$ cat config.mk
export PLATFORM = sky130hd
export DESIGN_NAME = deep_standby_ctrl
export DESIGN_NICKNAME = d
export VERILOG_FILES = /design/src/rtl/dsb_pkg.sv /design/src/rtl/dsb_regs.sv /design/src/rtl/dsb_wake.sv /design/src/rtl/dsb_seq.sv /design/src/rtl/deep_standby_ctrl.sv
export SDC_FILE = /design/constraint.sdc
export NUM_CORES = 1
export LEC_CHECK = 0
export BUFFER_PORTS_ARGS = -buffer_cell sky130_fd_sc_hd__buf_2
export CORE_ASPECT_RATIO = 1.5
export CORE_MARGIN = 2
export CORE_UTILIZATION = 40
export CTS_BUF_LIST = sky130_fd_sc_hd__clkbuf_16
export DETAILED_ROUTE_END_ITERATION = 8
export SLEW_MARGIN = 0
export SYNTH_ARGS = -nofsm -noshare
export SYNTH_HDL_FRONTEND = slang
export SYNTH_HIERARCHICAL = 1
export SYNTH_SLANG_ARGS = --single-unit
$ cat constraint.sdc
create_clock -name clk -period 4.4 [get_ports clk]
set_input_delay 0 -clock clk [delete_from_list [all_inputs] [get_ports clk]]
set_output_delay 0 -clock clk [all_outputs]
set_load 0.02 [all_outputs]
$ cat src/rtl/dsb_pkg.sv
package dsb_pkg;
    localparam int ADDR_W    = 3;
    localparam int DATA_W    = 8;
    localparam int NUM_BANKS = 4;

    localparam logic [ADDR_W-1:0] A_CTL  = 3'd0;
    localparam logic [ADDR_W-1:0] A_BANK = 3'd1;
    localparam logic [ADDR_W-1:0] A_KEY  = 3'd2;
    localparam logic [ADDR_W-1:0] A_WEN  = 3'd3;
    localparam logic [ADDR_W-1:0] A_FLAG = 3'd4;

    localparam logic [DATA_W-1:0] RETAIN_KEY = 8'h09;

    localparam logic [1:0] MODE_LOW  = 2'b00;
    localparam logic [1:0] MODE_FALL = 2'b01;
    localparam logic [1:0] MODE_RISE = 2'b10;
    localparam logic [1:0] MODE_BOTH = 2'b11;

    typedef enum logic [2:0] {
        S_IDLE, S_PIN_LATCH, S_CLK_GATE, S_PWR_OFF,
        S_DEEP, S_PWR_ON, S_CLK_ON, S_RELEASE
    } seq_state_e;

    typedef struct packed {
        logic                  stby_en;
        logic                  deep_sel;
        logic [NUM_BANKS-1:0]  bank_sel;
        logic [DATA_W-1:0]     key;
    } pd_cfg_t;

    function automatic logic edge_qualifies(input logic [1:0] mode,
                                            input logic rise, input logic fall);
        case (mode)
            MODE_RISE: return rise;
            MODE_FALL: return fall;
            default:   return 1'b0;
        endcase
    endfunction
endpackage

$ cat src/rtl/dsb_regs.sv
module dsb_regs
    import dsb_pkg::*;
#(
    parameter int NIRQ = 4
) (
    input  logic              clk,
    input  logic              rst,
    input  logic              we,
    input  logic [ADDR_W-1:0] addr,
    input  logic [DATA_W-1:0] wdata,
    input  logic              clear_cfg,
    input  logic [NIRQ-1:0]   wake_set,
    output pd_cfg_t           cfg,
    output logic [NIRQ-1:0]   wake_en,
    output logic [NIRQ-1:0]   wake_flag,
    output logic [DATA_W-1:0] rdata
);
    logic [NIRQ-1:0] flag_nxt;

    // configuration: reset on wake as well as on rst
    always_ff @(posedge clk) begin
        if (rst || clear_cfg) begin
            cfg     <= '0;
            wake_en <= '0;
        end else if (we) begin
            case (addr)
                A_CTL: begin
                    cfg.stby_en  <= wdata[0];
                    cfg.deep_sel <= wdata[1];
                end
                A_BANK:  cfg.bank_sel <= wdata[NUM_BANKS-1:0];
                A_KEY:   cfg.key      <= wdata;
                A_WEN:   wake_en      <= wdata[NIRQ-1:0];
                default: ;
            endcase
        end
    end

    // wake flags: write-0-to-clear, hardware set has priority
    always_comb begin
        flag_nxt = wake_flag;
        if (we && addr == A_FLAG)
            flag_nxt = wake_flag & wdata[NIRQ-1:0];
        flag_nxt = flag_nxt | wake_set;
    end

    always_ff @(posedge clk) begin
        if (rst) wake_flag <= '0;
        else     wake_flag <= flag_nxt;
    end

    always_comb begin
        rdata = '0;
        case (addr)
            A_CTL:   rdata[1:0]           = {cfg.deep_sel, cfg.stby_en};
            A_BANK:  rdata[NUM_BANKS-1:0] = cfg.bank_sel;
            A_KEY:   rdata                = cfg.key;
            A_WEN:   rdata[NIRQ-1:0]      = wake_en;
            A_FLAG:  rdata[NIRQ-1:0]      = wake_flag;
            default: rdata                = '0;
        endcase
    end

    p_set_wins_r9: assert property (@(posedge clk) disable iff (rst)
        (|wake_set) |=> ((wake_flag & $past(wake_set)) == $past(wake_set)));

    p_cfg_cleared_r8: assert property (@(posedge clk) disable iff (rst)
        clear_cfg |=> (cfg == '0 && wake_en == '0));
endmodule

$ cat src/rtl/dsb_wake.sv
module dsb_wake
    import dsb_pkg::*;
#(
    parameter int NIRQ = 4
) (
    input  logic              clk,
    input  logic              rst,
    input  logic              lp_tick,
    input  logic              armed,
    input  logic [NIRQ-1:0]   pins,
    input  logic [2*NIRQ-1:0] modes,
    input  logic [NIRQ-1:0]   en,
    output logic [NIRQ-1:0]   hit
);
    localparam int SYNC_W = 3;

    for (genvar i = 0; i < NIRQ; i++) begin : g_pin
        logic [SYNC_W-1:0] sh;
        logic              rise, fall;

        always_ff @(posedge clk) begin
            if (rst)          sh <= '0;
            else if (lp_tick) sh <= {sh[SYNC_W-2:0], pins[i]};
        end

        assign rise   = sh[1] & ~sh[2];
        assign fall   = ~sh[1] & sh[2];
        assign hit[i] = armed & lp_tick & en[i] &
                        edge_qualifies(modes[2*i +: 2], rise, fall);
    end
endmodule

$ cat src/rtl/dsb_seq.sv
module dsb_seq
    import dsb_pkg::*;
#(
    parameter int IO_W = 8
) (
    input  logic                 clk,
    input  logic                 rst,
    input  logic                 sleep_req,
    input  pd_cfg_t              cfg,
    input  logic                 wake,
    input  logic [IO_W-1:0]      io_in,
    output logic [IO_W-1:0]      io_out,
    output logic                 pin_hold,
    output logic                 clk_run,
    output logic                 dom_pwr_en,
    output logic [NUM_BANKS-1:0] ram_keep,
    output logic                 core_reset,
    output logic                 armed,
    output logic                 clear_cfg
);
    seq_state_e           state;
    logic [IO_W-1:0]      held;
    logic [NUM_BANKS-1:0] keep_q;
    logic                 go_deep;

    assign go_deep = sleep_req && cfg.stby_en && cfg.deep_sel;

    always_ff @(posedge clk) begin
        if (rst) begin
            state  <= S_IDLE;
            held   <= '0;
            keep_q <= '0;
        end else begin
            case (state)
                S_IDLE: if (go_deep) begin
                    state  <= S_PIN_LATCH;
                    held   <= io_in;
                    keep_q <= (cfg.key == RETAIN_KEY) ? cfg.bank_sel : '0;
                end
                S_PIN_LATCH: state <= S_CLK_GATE;
                S_CLK_GATE:  state <= S_PWR_OFF;
                S_PWR_OFF:   state <= S_DEEP;
                S_DEEP:      if (wake) state <= S_PWR_ON;
                S_PWR_ON:    state <= S_CLK_ON;
                S_CLK_ON:    state <= S_RELEASE;
                S_RELEASE:   state <= S_IDLE;
                default:     state <= S_IDLE;
            endcase
        end
    end

    always_comb begin
        pin_hold   = state inside {S_PIN_LATCH, S_CLK_GATE, S_PWR_OFF,
                                   S_DEEP, S_PWR_ON, S_CLK_ON};
        clk_run    = !(state inside {S_CLK_GATE, S_PWR_OFF, S_DEEP, S_PWR_ON});
        dom_pwr_en = !(state inside {S_PWR_OFF, S_DEEP});
        core_reset = state inside {S_PWR_ON, S_CLK_ON};
        armed      = (state == S_DEEP);
        clear_cfg  = (state == S_PWR_ON);
        ram_keep   = dom_pwr_en ? '1 : keep_q;
        io_out     = pin_hold ? held : io_in;
    end

    p_gate_needs_hold_r7: assert property (@(posedge clk) disable iff (rst)
        !clk_run |-> pin_hold);

    p_off_needs_gate_r2: assert property (@(posedge clk) disable iff (rst)
        !dom_pwr_en |-> !clk_run);

    p_hold_stable_r4: assert property (@(posedge clk) disable iff (rst)
        (pin_hold && $past(pin_hold)) |-> $stable(io_out));

    p_entry_armed_r1: assert property (@(posedge clk) disable iff (rst)
        $rose(pin_hold) |-> $past(sleep_req && cfg.stby_en && cfg.deep_sel));
endmodule

$ cat src/rtl/deep_standby_ctrl.sv
module deep_standby_ctrl
    import dsb_pkg::*;
#(
    parameter int NIRQ = 4,
    parameter int IO_W = 8
) (
    input  logic                 clk,
    input  logic                 rst,
    input  logic                 lp_tick,
    input  logic                 reg_we,
    input  logic [ADDR_W-1:0]    reg_addr,
    input  logic [DATA_W-1:0]    reg_wdata,
    output logic [DATA_W-1:0]    reg_rdata,
    input  logic                 sleep_req,
    input  logic [NIRQ-1:0]      irq_pin,
    input  logic [2*NIRQ-1:0]    irq_mode,
    input  logic [IO_W-1:0]      io_in,
    output logic [IO_W-1:0]      io_out,
    output logic                 pin_hold,
    output logic                 clk_run,
    output logic                 dom_pwr_en,
    output logic [NUM_BANKS-1:0] ram_keep,
    output logic                 core_reset,
    output logic                 deep_active
);
    pd_cfg_t         cfg;
    logic [NIRQ-1:0] wake_en, wake_flag, hit;
    logic            armed, clear_cfg;

    dsb_regs #(.NIRQ(NIRQ)) u_regs (
        .clk(clk), .rst(rst), .we(reg_we), .addr(reg_addr), .wdata(reg_wdata),
        .clear_cfg(clear_cfg), .wake_set(hit), .cfg(cfg), .wake_en(wake_en),
        .wake_flag(wake_flag), .rdata(reg_rdata)
    );

    dsb_wake #(.NIRQ(NIRQ)) u_wake (
        .clk(clk), .rst(rst), .lp_tick(lp_tick), .armed(armed), .pins(irq_pin),
        .modes(irq_mode), .en(wake_en), .hit(hit)
    );

    dsb_seq #(.IO_W(IO_W)) u_seq (
        .clk(clk), .rst(rst), .sleep_req(sleep_req), .cfg(cfg), .wake(|hit),
        .io_in(io_in), .io_out(io_out), .pin_hold(pin_hold), .clk_run(clk_run),
        .dom_pwr_en(dom_pwr_en), .ram_keep(ram_keep), .core_reset(core_reset),
        .armed(armed), .clear_cfg(clear_cfg)
    );

    assign deep_active = armed;
endmodule

---- Word level (Yosys, flattened, before mapping) ----
Index checks and enable logic that the tools add are counted.
operators by class
  bitwise gates (word level) .............. 27
  equality and inequality tests ........... 22
  muxes and demuxes ....................... 14
  reduce and logical (&&, ||, !) cells .... 19
operators with widths
  cell                                                                      count
  3-bit case mux with 8 select lines                                        1
  1-bit bitwise AND                                                         17
  4-bit two-way mux                                                         4
  3-bit == test (second input constant)                                     5
  3-bit by 2-bit == test with 1-bit output (second input constant)          4
  2-bit AND reduction                                                       6
  2-bit case mux with 5 select lines                                        1
  2-bit by 1-bit == test with 1-bit output (second input constant)          4
  2-bit == test (second input constant)                                     4
  8-bit by 4-bit == test with 1-bit output (second input constant)          1
  8-bit two-way mux                                                         1
  1-bit NOT                                                                 8
  1-bit case mux with 2 select lines                                        4
  2-bit case mux with 4 select lines                                        1
  3-bit by 1-bit == test with 1-bit output (second input constant)          2
  3-bit zero test                                                           2
  3-bit two-way mux                                                         2
  6-bit nonzero test                                                        1
  4-bit bitwise AND                                                         1
  2-bit by 1-bit inequality test with 1-bit output (second input constant)  2
  4-bit bitwise OR                                                          1
  2-bit nonzero test                                                        2
  4-bit nonzero test                                                        1
  4-bit OR reduction                                                        1
  3 further kinds                                                           6
word-level totals
  input bits .............................. 36
  output and inout port bits .............. 25
  bits in registers ....................... 49
  word-level logic and storage cells ...... 95

---- Logic depth before layout (Yosys ltp) ----
  depth in word-level cells ............... 7
  depth in mapped cells ................... 8
  gate-level depth less buffers ........... 8

---- Hierarchy ----
Netlist, hierarchy kept.
by module, submodules not included
  module             area an instance (sq um)  cells each  seq. area each (sq um)  instances
  dsb_regs           1062.3                    108         440.4                   1
  dsb_seq            930.9                     104         300.3                   1
  dsb_wake           704.4                     72          240.2                   1
  deep_standby_ctrl  7.5                       1           0.0                     1

---- Worst setup path before layout ----
No wires, ideal clock.
  path kind ............................... flip-flop to flip-flop
  start point ............................. register u_seq.state[2]
  end point ............................... register u_seq.state[2]
  arrival ................................. 2301 ps
  period minus slack after synthesis ...... 2434 ps
  required time ........................... 4266 ps
  slack ................................... 1966 ps
  setup time .............................. 134 ps
  cell stages (with the launch flop) ...... 9
  cells stage by stage .................... dfxtp_1 clkbuf_8 nor3b_1 nand2_4 a2111oi_2 or4_1 nor4b_2 a211oi_1 a211oi_1
on the way
  word-level cells in the longest chain between the ends .. 7
  elaborated cells between the ends (all ways) .. 22
ends and longest elaborated chain
  item                                                               line                     source
  from (decl)                                                        dsb_seq.sv:21            seq_state_e state;
  from (signal assigned)                                             dsb_seq.sv:30            state <= S_IDLE;
  from (signal assigned)                                             dsb_seq.sv:36            state <= S_PIN_LATCH;
  from (signal assigned)                                             dsb_seq.sv:40            S_PIN_LATCH: state <= S_CLK_GATE;
  3-bit == test                                                      dsb_seq.sv:58            armed = (state == S_DEEP);
  net deep_active                                                    deep_standby_ctrl.sv:24  output logic deep_active
  1-bit bitwise AND (3 in series)                                    dsb_wake.sv:28           assign hit[i] = armed & lp_tick & en[i] &
  net hit[0]                                                         deep_standby_ctrl.sv:27  logic [NIRQ-1:0] wake_en, wake_flag, hit;
  4-bit OR reduction                                                 deep_standby_ctrl.sv:42  .clk(clk), .rst(rst), .sleep_req(sleep_req), .cfg(cfg), .wake(|hit),
  2-bit by 1-bit inequality test with 1-bit output (no source line)  --
  2-bit AND reduction (no source line)                               --
The timed path passes the listed nets, and every way through them passes these cells.
A chain may end at the register's enable or synchronous reset.

---- Worst setup path after layout ----
  start point ............................. register u_seq.state[2]
  end point ............................... register u_seq.state[2]
on the way
  word-level cells in the longest chain between the ends .. 7
  elaborated cells between the ends (all ways) .. 22
ends and longest elaborated chain
  item                                                               line
  3-bit == test                                                      dsb_seq.sv:58
  1-bit bitwise AND (3 in series)                                    dsb_wake.sv:28
  net hit[0]                                                         deep_standby_ctrl.sv:27
  4-bit OR reduction                                                 deep_standby_ctrl.sv:42
  2-bit by 1-bit inequality test with 1-bit output (no source line)  --
  2-bit AND reduction (no source line)                               --
The timed path passes the listed nets, and every way through them passes these cells.

==> reports/qor.yml <==
outcome: "complete, no violations"
die_width_um: 71.15
detail_route.wl_per_cell_um: 14.24
clock_tree.root_cell: "sky130_fd_sc_hd__clkbuf_16"
worst_r2r_startpoint: "u_seq/state[2]"
critical_path_required_ns: 4.53
final_period_minus_worst_setup_slack_ns: 2.336
worst_hold_check_path_type: "in2reg"
antenna_cells: 0
synth_enable_flop_cells: 0
dr_wl_met3_um: 159
synth_top_cell_by_area: "sky130_fd_sc_hd__dfxtp_1"
place.port_buffers: 60
route.met2.wl_um: 3225
overflow: 0
synth_area_per_cell_um2: 9.492
post-route-drc-count: 0
postLayoutCellArea_mm2: 0.003306
gr-usage-all-layers: 0.1655
antenna_violations_before_repair: 0
worstMarginPinSlew_ns: 0.5940
cpMaxStageDelayCell: "sky130_fd_sc_hd__dfxtp_1"
achievable-frequency_mhz: 428.1
syn-num-nets: 332
drt-pass1-iter-count: 4
synth.yosys.seq_area_share: 0.3626
peak_fanout_along_the_critical_path: 13
routed_wl_um: 6107
worst_slew_margin_rel: 0.6040
cts.reportedPaths.clkPinSlew_ns: 0.07
synth.cell_area_mm2: 0.002705
critical_path.most_common_cell: "sky130_fd_sc_hd__a211oi_1"
drive_gt1_frac: 0.2635
synth.cells.most_frequent: "sky130_fd_sc_hd__dfxtp_1 (49), sky130_fd_sc_hd__nor2_1 (34), sky130_fd_sc_hd__mux2i_1 (32), sky130_fd_sc_hd__inv_1 (28), sky130_fd_sc_hd__o21ai_0 (13)"
critPathMaxStageDelay_ns: 0.60
total_count_of_max_transition_violations_in_the_final_report: 0
worst_skew_pair_latency_ns: 0.28
cts.sinks: 49
maximum_number_of_pins_on_one_net_before_global_route_repair: 33
post_drt_via_cell_ratio: 5.170
crit_arrival_ns: 2.47
grt_pass1_vias: 2087
final_min_period_over_clock_period: 0.5309
via_count: 2218
die_area_mm2: 0.007450
nets: 399
timing_worst_setup_path_type: "reg2reg"
grt_pass1_wl_um: 10070
ctsHtreeMaxLevel: 2
worst_vdd_ir_v: 0.0001738
crit_path_cell_trace: "nor3b_1 > nand2_4 > a2111oi_2 > or4_1 > nor4b_2 > a211oi_1 > a211oi_1"
final-setup-viol-count: 0
postCtsResizedCells: 0
synth_top_area_frac: 0.3626
timing_hold_violations_final: 0
coreArea_mm2: 0.006531
synth_top_cells_by_area: "sky130_fd_sc_hd__dfxtp_1 (36%), sky130_fd_sc_hd__mux2i_1 (12%), sky130_fd_sc_hd__ha_1 (5.1%), sky130_fd_sc_hd__nor2_1 (4.7%), sky130_fd_sc_hd__inv_1 (3.9%)"
min_from: "reg_wdata[3]"
final-seq-area_um2: 980.9
cts_buffers: 5
maximum_number_of_buffers_from_clock_root_to_sink: 2
synth_async_sr_flop_share: 0
globalplace.congestion: 0.7892
syn_inst: 285
leakagePower_nw: 1.410
fin_skew_ns: 0.008487
initial_core_util: 0.4142
place_hpwl_um: 4440
fin_util: 0.5061
startpoint_type_of_the_worst_setup_path: "flip-flop"
yosysWarnings: 6
chipHeight_um: 104.7
fillers: 634
cap_violations: 0
antenna_violating_nets_left: 0
ios: 61
detail_route.iter0.violations: 114
crit_start: "u_seq/state[2]"
final_worst_hold_slack_ns: 0.02426
multi_input_combinational_cell_area_mm2: 0.001495
floorplan.rows: 36
placed_insts: 405
grt_setup_unrepaired: "no"
synth_flop_type: "sky130_fd_sc_hd__dfxtp_1"
power_density_mw_per_mm2: 298.3
cts_tree: "done"
wl_met1_um: 2640
synth.ff_latch_count: 49
yosysUniqueCellTypes: 50
setup_tns_final_ns: 0
yosys.cell_count.top_type: "sky130_fd_sc_hd__dfxtp_1"
crit_path_end_kind: "flip-flop"
post_dp_cell_area_mm2: 0.002977
top_layer: "met4"
areaGrowthSynthToFinish_pct: 22.20
post_layout_nonfiller_instances: 429
final timing paths:
path | to | slack, ns | depth (start not counted)
setup reg to reg | u_seq/state[2] | 2.06 | 7
hold reg to reg | u_seq/held[4] | 0.47 | 2
hold / removal | u_regs/wake_en[3] | 0.02 | 3
setup / recovery | u_seq/state[2] | 2.06 | 7
state kept, by name, summed over array words and instances (netlist names):
signal            count
u_regs/cfg           14
u_regs/wake_en        4
u_regs/wake_flag      4
u_seq/held            8
u_seq/keep_q          4
u_seq/state           3
u_wake/g_pin.sh      12
cells in the final DEF, fill, tap and decap left out, drive strengths merged, types with 2 or more instances in the layout:
cell type | Yosys | final
a2111oi | 5 | 5
a211oi | 2 | 2
a21oi | 12 | 12
a22oi | 3 | 3
and2 | 5 | 5
and3 | 2 | 2
and4bb | 2 | 2
buf | 12 | 60
clkbuf | 4 | 5
dfxtp | 49 | 49
dlygate4sd3 | 0 | 16
ha | 11 | 11
inv | 28 | 29
mux2 | 9 | 9
mux2i | 32 | 32
nand2 | 7 | 7
nand2b | 5 | 5
nand3 | 10 | 10
nand3b | 8 | 8
nor2 | 34 | 34
nor3b | 2 | 2
nor4b | 2 | 2
o21ai | 14 | 14
o22ai | 4 | 4
o32ai | 4 | 4
or3 | 2 | 2
xor2 | 2 | 2
per-stage QoR:
stage	setup slack [ns]	power, mW
global route	1.833	1.024
floorplan	1.966	0.5203
global placement	2.176	0.5515
CTS	2.046	0.9992
detailed placement	2.078	0.5530
finish	2.064	0.9861
worst max-delay path, delay by kind of cell (launching register included):
family          cells  cell delay [ns]
simple gates        4             0.89
flops               1             0.60
compound gates      3             0.70
where the power goes:
group	total, mW	switching (mW)	internal (mW)
sequential	0.457	0.00565	0.451
combinational	0.0963	0.0504	0.0459
clock	0.433	0.164	0.269
total	0.986	0.220	0.766
area by class of cell:
type | count | area share
clock buffer | 5 | 0.03785
clock inverter | 3 | 0.01325
inverter | 28 | 0.03179
multi-input combinational | 192 | 0.4523
sequential | 49 | 0.2967
tap | 76 | 0.02877
timing repair buffer | 76 | 0.1393
layer usage:
layer / up-vias / global-route usage
met3: 5 / 0.02893
met5: - / 0
met4: 0 / 0.04447
met2: 35 / 0.2930
met1: 1049 / 0.2019
li1: 1129 / -
cells by family (layout without fill, tap and decap cells):
family,after synthesis,count (layout),share of synthesized area
fa+ha+maj,12,12,0.05504
simple gates,89,89,0.1998
flops,49,49,0.3626
buf+inv,44,112,0.08464
compound gates,47,47,0.1258
mux,42,42,0.1656
xor+xnor,2,2,0.006477
timing repair:
item / 4_1_cts / 5_1_grt
hold buffers: 16 / 0
endpoints found under the hold margin: 16 / 0
buffers inserted: 0 / 0
Power figures use the tool's default switching activity.
